==> src/rtl/cbfly_pkg.sv <==
package cbfly_pkg;

  typedef struct packed {
    logic load;   // capture new results into the output stage
    logic drop;   // cycle without valid operands
  } strobe_t;

endpackage

==> src/rtl/cbfly_ctrl.sv <==
module cbfly_ctrl
  import cbfly_pkg::*;
#(
  parameter bit OUT_REG = 1'b1
) (
  input  logic    clk,
  input  logic    rstN,
  input  logic    inValid,
  output strobe_t strb,
  output logic    outValid
);

  always_comb begin
    strb.load = inValid;
    strb.drop = ~inValid;
  end

  generate
    if (OUT_REG) begin : g_reg
      logic vldQ;
      always_ff @(posedge clk) begin
        if (!rstN) vldQ <= 1'b0;
        else       vldQ <= inValid;
      end
      assign outValid = vldQ;

      AST_VALID_FOLLOWS: assert property (@(posedge clk) disable iff (!rstN)
        inValid |=> outValid);
      AST_VALID_DROPS: assert property (@(posedge clk) disable iff (!rstN)
        !inValid |=> !outValid);
    end else begin : g_comb
      assign outValid = inValid;
    end
  endgenerate

endmodule

==> src/rtl/cbfly_cmul.sv <==
module cbfly_cmul #(
  parameter int DATA_W = 8,
  parameter int TW_W   = 8,
  parameter int SHIFT  = 7,
  parameter int PROD_W = DATA_W + TW_W + 1
) (
  input  logic                     clk,
  input  logic                     rstN,
  input  logic signed [DATA_W-1:0] bRe,
  input  logic signed [DATA_W-1:0] bIm,
  input  logic signed [TW_W-1:0]   wRe,
  input  logic signed [TW_W-1:0]   wIm,
  output logic signed [PROD_W-1:0] pRe,
  output logic signed [PROD_W-1:0] pIm
);

  localparam int MW = DATA_W + TW_W;
  localparam logic signed [TW_W-1:0] TW_MIN = {1'b1, {(TW_W-1){1'b0}}};

  logic signed [MW-1:0]     mRr, mIi, mRi, mIr;
  logic signed [PROD_W-1:0] rawRe, rawIm;

  always_comb begin
    mRr   = wRe * bRe;
    mIi   = wIm * bIm;
    mRi   = wRe * bIm;
    mIr   = wIm * bRe;
    rawRe = PROD_W'(mRr) - PROD_W'(mIi);
    rawIm = PROD_W'(mRi) + PROD_W'(mIr);
    pRe   = rawRe >>> SHIFT;
    pIm   = rawIm >>> SHIFT;
  end

  AST_NEG_ONE: assert property (@(posedge clk) disable iff (!rstN)
    (wRe == TW_MIN && wIm == '0) |-> (pRe == -PROD_W'(bRe) && pIm == -PROD_W'(bIm)));
  AST_MINUS_J: assert property (@(posedge clk) disable iff (!rstN)
    (wRe == '0 && wIm == TW_MIN) |-> (pRe == PROD_W'(bIm) && pIm == -PROD_W'(bRe)));

endmodule

==> src/rtl/cbfly_dp.sv <==
module cbfly_dp
  import cbfly_pkg::*;
#(
  parameter int DATA_W  = 8,
  parameter int PROD_W  = 17,
  parameter bit OUT_REG = 1'b1
) (
  input  logic                     clk,
  input  logic                     rstN,
  input  strobe_t                  strb,
  input  logic signed [DATA_W-1:0] aRe,
  input  logic signed [DATA_W-1:0] aIm,
  input  logic signed [PROD_W-1:0] pRe,
  input  logic signed [PROD_W-1:0] pIm,
  output logic signed [DATA_W-1:0] xRe,
  output logic signed [DATA_W-1:0] xIm,
  output logic signed [DATA_W-1:0] yRe,
  output logic signed [DATA_W-1:0] yIm
);

  localparam int LANES = 4;
  localparam int SW    = PROD_W + 1;
  localparam logic signed [SW-1:0] WMAX = SW'(2 ** (DATA_W - 1) - 1);
  localparam logic signed [SW-1:0] WMIN = -SW'(2 ** (DATA_W - 1));
  localparam logic signed [DATA_W-1:0] DMAX = {1'b0, {(DATA_W-1){1'b1}}};
  localparam logic signed [DATA_W-1:0] DMIN = {1'b1, {(DATA_W-1){1'b0}}};

  // lane order: 0 xRe, 1 xIm, 2 yRe, 3 yIm
  logic signed [SW-1:0]     wide [LANES];
  logic signed [DATA_W-1:0] satV [LANES];
  logic signed [DATA_W-1:0] outV [LANES];

  always_comb begin
    wide[0] = SW'(aRe) + SW'(pRe);
    wide[1] = SW'(aIm) + SW'(pIm);
    wide[2] = SW'(aRe) - SW'(pRe);
    wide[3] = SW'(aIm) - SW'(pIm);
  end

  generate
    for (genvar g = 0; g < LANES; g++) begin : g_lane
      always_comb begin
        if (wide[g] > WMAX)      satV[g] = DMAX;
        else if (wide[g] < WMIN) satV[g] = DMIN;
        else                     satV[g] = DATA_W'(wide[g]);
      end

      if (OUT_REG) begin : g_reg
        logic signed [DATA_W-1:0] q;
        always_ff @(posedge clk) begin
          if (!rstN)          q <= '0;
          else if (strb.load) q <= satV[g];
        end
        assign outV[g] = q;

        AST_HOLD_IDLE: assert property (@(posedge clk) disable iff (!rstN)
          strb.drop |=> $stable(outV[g]));
      end else begin : g_comb
        assign outV[g] = satV[g];
      end

      AST_NO_WRAP_HI: assert property (@(posedge clk) disable iff (!rstN)
        (wide[g] > WMAX) |-> (satV[g] == DMAX));
      AST_NO_WRAP_LO: assert property (@(posedge clk) disable iff (!rstN)
        (wide[g] < WMIN) |-> (satV[g] == DMIN));
    end
  endgenerate

  assign xRe = outV[0];
  assign xIm = outV[1];
  assign yRe = outV[2];
  assign yIm = outV[3];

  AST_SUM_DIFF_RE: assert property (@(posedge clk) disable iff (!rstN)
    (satV[0] != DMAX && satV[0] != DMIN && satV[2] != DMAX && satV[2] != DMIN)
    |-> ((SW'(satV[0]) + SW'(satV[2])) == (SW'(aRe) <<< 1)));
  AST_SUM_DIFF_IM: assert property (@(posedge clk) disable iff (!rstN)
    (satV[1] != DMAX && satV[1] != DMIN && satV[3] != DMAX && satV[3] != DMIN)
    |-> ((SW'(satV[1]) + SW'(satV[3])) == (SW'(aIm) <<< 1)));

endmodule

==> src/rtl/cbfly_sat.sv <==
module cbfly_sat
  import cbfly_pkg::*;
#(
  parameter int DATA_W  = 8,
  parameter int TW_W    = 8,
  parameter int SHIFT   = 7,
  parameter bit OUT_REG = 1'b1
) (
  input  logic                     clk,
  input  logic                     rstN,
  input  logic                     inValid,
  input  logic signed [DATA_W-1:0] aRe,
  input  logic signed [DATA_W-1:0] aIm,
  input  logic signed [DATA_W-1:0] bRe,
  input  logic signed [DATA_W-1:0] bIm,
  input  logic signed [TW_W-1:0]   wRe,
  input  logic signed [TW_W-1:0]   wIm,
  output logic                     outValid,
  output logic signed [DATA_W-1:0] xRe,
  output logic signed [DATA_W-1:0] xIm,
  output logic signed [DATA_W-1:0] yRe,
  output logic signed [DATA_W-1:0] yIm
);

  localparam int PROD_W = DATA_W + TW_W + 1;

  strobe_t                  strb;
  logic signed [PROD_W-1:0] pRe, pIm;

  cbfly_ctrl #(.OUT_REG(OUT_REG)) u_ctrl (
    .clk(clk), .rstN(rstN), .inValid(inValid), .strb(strb), .outValid(outValid)
  );

  cbfly_cmul #(.DATA_W(DATA_W), .TW_W(TW_W), .SHIFT(SHIFT), .PROD_W(PROD_W)) u_cmul (
    .clk(clk), .rstN(rstN), .bRe(bRe), .bIm(bIm), .wRe(wRe), .wIm(wIm),
    .pRe(pRe), .pIm(pIm)
  );

  cbfly_dp #(.DATA_W(DATA_W), .PROD_W(PROD_W), .OUT_REG(OUT_REG)) u_dp (
    .clk(clk), .rstN(rstN), .strb(strb), .aRe(aRe), .aIm(aIm),
    .pRe(pRe), .pIm(pIm), .xRe(xRe), .xIm(xIm), .yRe(yRe), .yIm(yIm)
  );

endmodule

==> config.mk <==
export PLATFORM = sky130hd
export DESIGN_NAME = cbfly_sat
export DESIGN_NICKNAME = d
export VERILOG_FILES = /design/src/rtl/cbfly_pkg.sv /design/src/rtl/cbfly_ctrl.sv /design/src/rtl/cbfly_cmul.sv /design/src/rtl/cbfly_dp.sv /design/src/rtl/cbfly_sat.sv
export SDC_FILE = /design/constraint.sdc
export NUM_CORES = 1
export LEC_CHECK = 0
export CORE_MARGIN = 3
export CORE_UTILIZATION = 60
export CTS_CLUSTER_SIZE = 40
export DETAILED_ROUTE_END_ITERATION = 10
export PLACE_DENSITY_LB_ADDON = 0.05
export SETUP_SLACK_MARGIN = 0.5
export SYNTH_ARGS = -nofsm -noshare
export SYNTH_HDL_FRONTEND = slang
export SYNTH_HIERARCHICAL = 1
export SYNTH_SLANG_ARGS = --single-unit
==> constraint.sdc <==
create_clock -name clk -period 27.6 [get_ports clk]
set_input_delay 4.14 -clock clk [delete_from_list [all_inputs] [get_ports clk]]
set_output_delay 4.14 -clock clk [all_outputs]
set_load 0.02 [all_outputs]
==> results of run 1 <==
[final timing paths]
path,from,endpoint,slack (ps),cells after the start
max reg2reg,u_dp/yIm[4]$_SDFFE_PN0P_,u_dp/yIm[4]$_SDFFE_PN0P_,26490,3
min,u_dp/xIm[7]$_SDFFE_PN0P_,u_dp/xIm[7]$_SDFFE_PN0P_,490,1
min reg2reg,u_dp/xIm[7]$_SDFFE_PN0P_,u_dp/xIm[7]$_SDFFE_PN0P_,490,1
max,wIm[7],u_dp/yIm[3]$_SDFFE_PN0P_,14060,31
[metal layers]
layer | track usage (%) | up-vias | wire length, um
li1 | - | 5851 | -
met1 | 35.8 | 6134 | 16000
met2 | 49.2 | 330 | 19100
met3 | 1.63 | 36 | 1470
met4 | 4.59 | 0 | 539
met5 | 0 | - | 0
[cell usage in the layout (no fill, tap or decap), drive strengths merged, types with 4 or more instances in the layout]
cell type      instances
ha                   173
o21a                  13
o21ai                 62
nand4                 12
xor2                  17
or2                    6
o21bai                 5
dfxtp                 33
a21o                  12
o311ai                 8
nand2b                32
nor3                  33
buf                    4
a2111o                 6
nor3b                  4
clkbuf                 5
and3                   4
and2                 147
xnor2                 68
o22ai                  8
inv                  403
clkdlybuf4s50         83
o221a                  7
o211ai                11
nand3                 19
nor2b                 11
a211oi                12
nor2                  87
o2111ai                5
nand2                122
a2111oi                9
or3                    8
o31a                   4
o31ai                  5
a211o                  5
a21oi                 68
nor4                   7
a31oi                  8
fa                   281
[stage by stage]
step	util (%)	area (um^2)	setup WS, ps
floorplan	-	15900	15350
global placement	65.4	16700	13920
detailed placement	65.4	16700	13840
CTS	66.0	16900	14100
global route	66.0	16900	13380
finish	66.0	16900	14060
[critical path, delay by kind of cell]
family	cells	cell delay [ps]
adders and majority gates	8	3930
AOI/OAI and AO/OA	12	3150
buffers and inverters	7	1440
and+or+nand+nor	2	770
xor gates and xnor gates	2	290
[registers in the layout (all words and copies together) (netlist names)]
| register | count |
|---|---|
| u_dp/yIm | 8 |
| u_dp/xRe | 8 |
| u_dp/yRe | 8 |
| u_ctrl/outValid | 1 |
| u_dp/xIm | 8 |
[layout make-up]
type | instances | area share (%)
tap | 330 | 2.45
clock inverter | 3 | 0.104
sequential | 33 | 3.92
clock buffer | 5 | 0.742
timing repair buffer | 87 | 5.11
multi-input combinational | 1328 | 78.7
inverter | 403 | 8.97
==> impl_metrics.env, run 1 <==
export IMPL_outcome="finished, final reports clean"
export IMPL_clk_pin_slew_worst_paths_ps=60
export IMPL_sequential_cell_area_um2=661
export IMPL_finalNonFillerCells=2189
export IMPL_drive_above_1_share_pct=2.90
export IMPL_remaining_drc_errors=0
export IMPL_final_net_count=2363
export IMPL_tritoncts_num_sinks=33
export IMPL_max_clock_freq_ghz=0.0739
export IMPL_synthesis_area_um2=15900
export IMPL_postCtsResizedCells=0
export IMPL_post_synth_inst_count=1849
export IMPL_final_antenna_diode_count=0
export IMPL_cp_data_arrival_time_ps=13740
export IMPL_post_cts_repair_setup_buffers=0
export IMPL_report_final_slew_viol_count=0
export IMPL_n_fill_cell=2196
export IMPL_max_slew_worst_pin_slew_ps=1000
export IMPL_critPathRequiredTime_ps=27790
export IMPL_initial_antenna_violation_count=0
export IMPL_vias_in_the_first_global_route=12900
export IMPL_path_max_fanout=16
export IMPL_multi_input_comb_area_um2=13300
export IMPL_placeableCoreArea_um2=25500
export IMPL_rsz_0062_raised_after_global_routing="false"
export IMPL_synth_yosys_warnings=6
export IMPL_cp_end_kind="flop"
export IMPL_clkLatencyLatePin_ps=280
export IMPL_grt_start_max_net_pins=41
export IMPL_final_hold_violation_count=0
export IMPL_cts_buffer_depth=2
export IMPL_maxcap_violations=0
export IMPL_cts_htree_levels=2
export IMPL_kind_of_start_point_of_the_critical_path="primary input"
export IMPL_drt_iter0_drc=798
export IMPL_worst_setup_path_type="in2reg"
export IMPL_place_detailed_instances=2181
export IMPL_total_routing_usage_gr_pct=26.8
export IMPL_tritoncts_num_buffers=5
export IMPL_dieArea_um2=28400
export IMPL_relSlewSlack_pct=33.1
export IMPL_routed_via_density=5.64
export IMPL_final_clock_skew_ps=0
export IMPL_syn_to_final_growth_pct=6.33
export IMPL_firstDrtPassIters=5
export IMPL_gp_routability_congestion=0.919
export IMPL_grt_pass1_wl_mm=63.1
export IMPL_postSynthNetCount=2354
export IMPL_cts_tree="done"
export IMPL_die_w_um=169
export IMPL_number_of_rows_in_the_core_area=58
export IMPL_cts_root_buffer_cell="sky130_fd_sc_hd__clkbuf_16"
export IMPL_setup_viol=0
export IMPL_cp_slowest_cell="sky130_fd_sc_hd__clkdlybuf4s50_1"
export IMPL_grt_ovfl_total=0
export IMPL_hold_buffers=0
export IMPL_start_util_pct=62.1
export IMPL_worst_hold_slack_ps=491
export IMPL_vias=12400
export IMPL_postRouteAntennaNets=0
export IMPL_dp_final_hpwl_mm=30.8
export IMPL_fin_setup_tns_ps=0
export IMPL_avgSynthCellArea_um2=8.57
export IMPL_totalWireLength_mm=37.1
export IMPL_ioPinCount=84
export IMPL_critPathMaxStageDelay_ps=850
export IMPL_min_path_type="reg2reg"
export IMPL_critical_path_top_cell_by_count="sky130_fd_sc_hd__fa_1"
export IMPL_placement_io_buffers=83
export IMPL_period_share_pct=49.1
export IMPL_avgRoutedWirePerCell_um=16.9
export IMPL_die_height_um=169
export IMPL_period_minus_slack_ps=13540
Power of run 1 is not shown: default switching activity piles up to over one toggle a cycle in this logic, so the estimate is an artifact.
==> inputs of run 2 (changes only) <==
- CORE_UTILIZATION: 60 -> 58
- clock period: 27.6 -> 11.4 ns (I/O delays scaled with it)
==> run 2 against run 1 <==
Compared with the run above: critical path depth unchanged; die area increased by 3.3%; core utilization decreased by 1.2 points; register-to-register slack got worse by 16000 ps; sequential cell count unchanged; via count increased by 0.47%; routed wire length decreased by 0.70%; setup slack got worse by 13000 ps; critical path type unchanged; critical endpoint is now u_dp/xRe[2]$_SDFFE_PN0P_; largest cell class unchanged; highest routed layer unchanged.
==> impl_metrics.env, run 2 (synthesized netlist as in run 1, its figures left out) <==
export IMPL_rsz_0062_raised_after_global_routing="true"
export IMPL_avgRoutedWirePerCell_um=16.5
export IMPL_crit_buf_inv=10
export IMPL_cts_tree="done"
export IMPL_worst_path_dominant_cell_family="adder cells"
export IMPL_die_height_um=171
export IMPL_cts_buffer_depth=2
export IMPL_max_slew_worst_pin_slew_ps=1010
export IMPL_maxcap_violations=0
export IMPL_crit_reg2reg_launch="u_dp/yIm[3]$_SDFFE_PN0P_"
export IMPL_met3RoutedLength_mm=1.50
export IMPL_vias_in_the_first_global_route=12500
export IMPL_grt_ovfl_total=0
export IMPL_syn_to_final_growth_pct=8.07
export IMPL_final_net_count=2394
export IMPL_worst_setup_path_type="in2reg"
export IMPL_clkLatencyLatePin_ps=270
export IMPL_number_of_logic_stages_on_the_critical_path_including_buffering=31
export IMPL_final_common_cell="sky130_fd_sc_hd__inv_1"
export IMPL_die_w_um=171
export IMPL_final_hold_violation_count=0
export IMPL_kind_of_start_point_of_the_critical_path="primary input"
export IMPL_period_share_pct=91.0
export IMPL_drt_iter0_drc=776
export IMPL_number_of_rows_in_the_core_area=59
export IMPL_cp_slowest_cell="sky130_fd_sc_hd__fa_1"
export IMPL_dieArea_um2=29400
export IMPL_m1WireLength_mm=16.8
export IMPL_placement_io_buffers=83
export IMPL_clk_pin_slew_worst_paths_ps=50
export IMPL_min_path_type="reg2reg"
export IMPL_n_fill_cell=2305
export IMPL_most_frequent_cells_in_the_layout="sky130_fd_sc_hd__inv_1 (399), sky130_fd_sc_hd__fa_1 (281), sky130_fd_sc_hd__ha_1 (171)"
export IMPL_gp_routability_congestion=0.909
export IMPL_vias=12400
export IMPL_cp_end_kind="flop"
export IMPL_dp_final_hpwl_mm=31.5
export IMPL_reg2reg_setup_slack_ps=10360
export IMPL_max_clock_freq_ghz=0.0964
export IMPL_postRouteAntennaNets=0
export IMPL_setup_viol=0
export IMPL_top_layer_used="met4"
export IMPL_totalWireLength_mm=36.8
export IMPL_crit_reg2reg_capture="u_dp/yIm[3]$_SDFFE_PN0P_"
export IMPL_grt_start_max_net_pins=41
export IMPL_report_final_slew_viol_count=0
export IMPL_tritoncts_num_sinks=33
export IMPL_fin_setup_tns_ps=0
export IMPL_routed_via_density=5.57
export IMPL_remaining_drc_errors=0
export IMPL_critPathRequiredTime_ps=11600
export IMPL_initial_antenna_violation_count=1
export IMPL_start_util_pct=60.0
export IMPL_ioPinCount=84
export IMPL_path_max_fanout=11
export IMPL_critPathMaxStageDelay_ps=620
export IMPL_grt_pass1_wl_mm=61.2
export IMPL_period_minus_slack_ps=10380
export IMPL_drive_above_1_share_pct=4.76
export IMPL_cts_htree_levels=2
export IMPL_relSlewSlack_pct=32.3
export IMPL_met2RoutedLength_mm=17.8
export IMPL_firstDrtPassIters=5
export IMPL_final_clock_skew_ps=0
export IMPL_timing_reg2reg_worst_path_depth=3
export IMPL_worst_setup_path_endpoint="u_dp/xRe[2]$_SDFFE_PN0P_"
export IMPL_outcome="finished, final reports clean"
export IMPL_tritoncts_num_buffers=5
export IMPL_total_routing_usage_gr_pct=25.6
export IMPL_critical_path_startpoint="wIm[7]"
export IMPL_placeableCoreArea_um2=26400
export IMPL_cp_data_arrival_time_ps=10580
export IMPL_cts_root_buffer_cell="sky130_fd_sc_hd__clkbuf_16"
export IMPL_hold_buffers=0
run 2: cell count changes in the layout (fill, tap and decap cells not counted), moves of 2 or more:
cell                              delta
sky130_fd_sc_hd__dlymetal6s2s_1      +7
sky130_fd_sc_hd__o21ai_1             +2
sky130_fd_sc_hd__ha_2                +2
sky130_fd_sc_hd__clkdlybuf4s50_1     -7
sky130_fd_sc_hd__ha_1                -2
sky130_fd_sc_hd__buf_4              +31
sky130_fd_sc_hd__o21ai_0             -2
run 2: worst min path at each step:
stage	from	to	slack (ps)	cells past startpoint
floorplan	u_dp/xRe[7]$_SDFFE_PN0P_	u_dp/xRe[7]$_SDFFE_PN0P_	550	2
global placement	u_dp/xIm[7]$_SDFFE_PN0P_	u_dp/xIm[7]$_SDFFE_PN0P_	460	1
detailed placement	u_dp/xIm[7]$_SDFFE_PN0P_	u_dp/xIm[7]$_SDFFE_PN0P_	470	1
CTS	u_dp/xIm[7]$_SDFFE_PN0P_	u_dp/xIm[7]$_SDFFE_PN0P_	480	1
global route	u_dp/yRe[7]$_SDFFE_PN0P_	u_dp/yRe[7]$_SDFFE_PN0P_	500	1
finish	u_dp/yRe[7]$_SDFFE_PN0P_	u_dp/yRe[7]$_SDFFE_PN0P_	480	1
run 2: metal layers:
metal | up-vias | global-route usage [%]
met5 | - | 0
met3 | 51 | 1.56
met1 | 6119 | 35.8
li1 | 5914 | -
met2 | 325 | 44.5
met4 | 0 | 5.14
run 2: timing repair:
action / in CTS / in global routing
buffers inserted: 0 / 2
resized for setup: 0 / 14
setup endpoints to repair: 0 / 30
run 2: cell type report:
class | count | area (um^2) | share of cell area [%]
clock buffers | 5 | 125 | 0.730
flip-flops and latches | 33 | 661 | 3.86
repair buffers | 118 | 1110 | 6.49
inverters | 403 | 1520 | 8.85
clock inverters | 3 | 17.5 | 0.102
multi-input cells | 1328 | 13300 | 77.5
well taps | 335 | 419 | 2.45
diodes | 1 | 2.50 | 0.0146
run 2: worst register-to-register path: stages, from the launching register on:
cell and delay, ps:
sky130_fd_sc_hd__dfxtp_1 320, sky130_fd_sc_hd__o21ai_0 120, sky130_fd_sc_hd__a211o_1 380, sky130_fd_sc_hd__o22ai_1 140
run 2: stage by stage:
step	hold WS (ps)	util (%)	worst slack, ps	cells	instance area [um^2]
detailed placement	468	64.1	434	2215	16900
floorplan	547	-	1580	1849	15900
finish	478	64.8	1020	2226	17100
global placement	460	64.1	575	2215	16900
global route	497	64.8	480	2226	17100
CTS	480	64.6	695	2223	17100
Power of run 2 is left out for the same reason.
==> inputs of run 3 (changes only) <==
- CORE_MARGIN: 3 -> 8
==> run 3 against run 2 <==
Compared with the run above: core utilization shrank 0.79 points; first-iteration DRC count shrank 4.0%; critical path depth down 2; via count up 0.66%; non-clock buffer count rose by 4; critical endpoint is now u_dp/yIm[6]$_SDFFE_PN0P_.
==> impl_metrics.env, run 3 (synthesized netlist as in run 1, its figures left out) <==
export IMPL_placement_io_buffers=83
export IMPL_final_clock_skew_ps=0
export IMPL_dp_worst_setup_slack_ps=447
export IMPL_hold_buffers=0
export IMPL_grt_pass1_wl_mm=64.7
export IMPL_postLayoutCellArea_um2=17200
export IMPL_finalNonFillerCells=2235
export IMPL_number_of_rows_in_the_core_area=60
export IMPL_dp_final_hpwl_mm=32.5
export IMPL_die_height_um=181
export IMPL_critPathMaxStageDelay_ps=850
export IMPL_gp_routability_congestion=0.884
export IMPL_ioPinCount=84
export IMPL_min_path_type="reg2reg"
export IMPL_place_detailed_instances=2226
export IMPL_max_clock_freq_ghz=0.0958
export IMPL_fin_setup_tns_ps=0
export IMPL_cp_end_kind="flop"
export IMPL_critPathRequiredTime_ps=11540
export IMPL_firstDrtPassIters=5
export IMPL_path_max_fanout=16
export IMPL_outcome="finished, final reports clean"
export IMPL_vias_in_the_first_global_route=13400
export IMPL_rsz_0062_raised_after_global_routing="false"
export IMPL_post_dp_cell_area_um2=17000
export IMPL_tritoncts_num_buffers=5
export IMPL_vias=12500
export IMPL_max_slew_worst_pin_slew_ps=998
export IMPL_worst_setup_path_type="in2reg"
export IMPL_syn_to_final_growth_pct=8.56
export IMPL_final_common_cell="sky130_fd_sc_hd__inv_1"
export IMPL_cp_data_arrival_time_ps=10580
export IMPL_period_share_pct=91.5
export IMPL_cp_slowest_cell="sky130_fd_sc_hd__clkdlybuf4s50_1"
export IMPL_placeableCoreArea_um2=26900
export IMPL_period_minus_slack_ps=10430
export IMPL_kind_of_start_point_of_the_critical_path="primary input"
export IMPL_total_routing_usage_gr_pct=23.6
export IMPL_final_antenna_diode_count=0
export IMPL_drt_iter0_drc=745
export IMPL_initial_antenna_violation_count=0
export IMPL_avgRoutedWirePerCell_um=17.0
export IMPL_crit_buf_inv=5
export IMPL_start_util_pct=59.0
export IMPL_relSlewSlack_pct=33.3
export IMPL_cts_tree="done"
export IMPL_maxcap_violations=0
export IMPL_cts_buffer_depth=2
export IMPL_final_hold_violation_count=0
export IMPL_clk_pin_slew_worst_paths_ps=50
export IMPL_totalWireLength_mm=38.1
export IMPL_drive_above_1_share_pct=4.86
export IMPL_remaining_drc_errors=0
export IMPL_die_w_um=181
export IMPL_cts_htree_levels=2
export IMPL_report_final_slew_viol_count=0
export IMPL_tritoncts_num_sinks=33
export IMPL_dieArea_um2=32900
export IMPL_critical_path_top_cell_by_count="sky130_fd_sc_hd__fa_1"
export IMPL_worst_path_dominant_cell_family="adder cells"
export IMPL_setup_viol=0
export IMPL_cts_root_buffer_cell="sky130_fd_sc_hd__clkbuf_16"
export IMPL_clkLatencyLatePin_ps=280
export IMPL_routed_via_density=5.59
export IMPL_most_frequent_cells_in_the_layout="sky130_fd_sc_hd__inv_1 (400), sky130_fd_sc_hd__fa_1 (281), sky130_fd_sc_hd__ha_1 (171)"
export IMPL_post_route_worst_setup_slack_ps=965
export IMPL_grt_ovfl_total=0
export IMPL_final_net_count=2398
export IMPL_grt_start_max_net_pins=41
export IMPL_postRouteAntennaNets=0
## run 3: layout make-up
type                    count  area (um^2)
fillers                  2405         9670
repair buffers            122         1140
inverters                 403         1510
flip-flops and latches     33          661
clock buffers               7          143
well taps                 341          427
multi-input cells        1328        13300
clock inverters             1         30.0
## run 3: metrics by stage
step / util [%] / hold slack (ps)
finish: 64.0 / 480
global route: 64.0 / 515
CTS: 63.8 / 483
detailed placement: 63.2 / 470
global placement: 63.2 / 463
floorplan: - / 547
## run 3: timing repair
item | in CTS | in global routing
endpoints found under the setup margin | 0 | 29
setup buffers | 0 | 1
resized for setup | 0 | 15
## run 3: path summary, 6_finish.rpt
check,slack [ps],from,end,depth (start not counted)
max,970,wIm[2],u_dp/yIm[6]$_SDFFE_PN0P_,29
min,480,u_dp/xIm[7]$_SDFFE_PN0P_,u_dp/xIm[7]$_SDFFE_PN0P_,1
min reg2reg,480,u_dp/xIm[7]$_SDFFE_PN0P_,u_dp/xIm[7]$_SDFFE_PN0P_,1
max reg2reg,10320,u_dp/yIm[4]$_SDFFE_PN0P_,u_dp/yIm[4]$_SDFFE_PN0P_,3
## run 3: routing by layer
metal | GRT usage, % | routed length, um | part of all wire (%) | vias to the layer above
li1 | - | - | - | 5923
met1 | 29.9 | 16100 | 42 | 6199
met2 | 43.8 | 19600 | 52 | 321
met3 | 1.58 | 1580 | 4.1 | 48
met4 | 4.89 | 759 | 2.0 | 0
met5 | 0 | 0 | 0 | -
Power of run 3 is left out for the same reason.
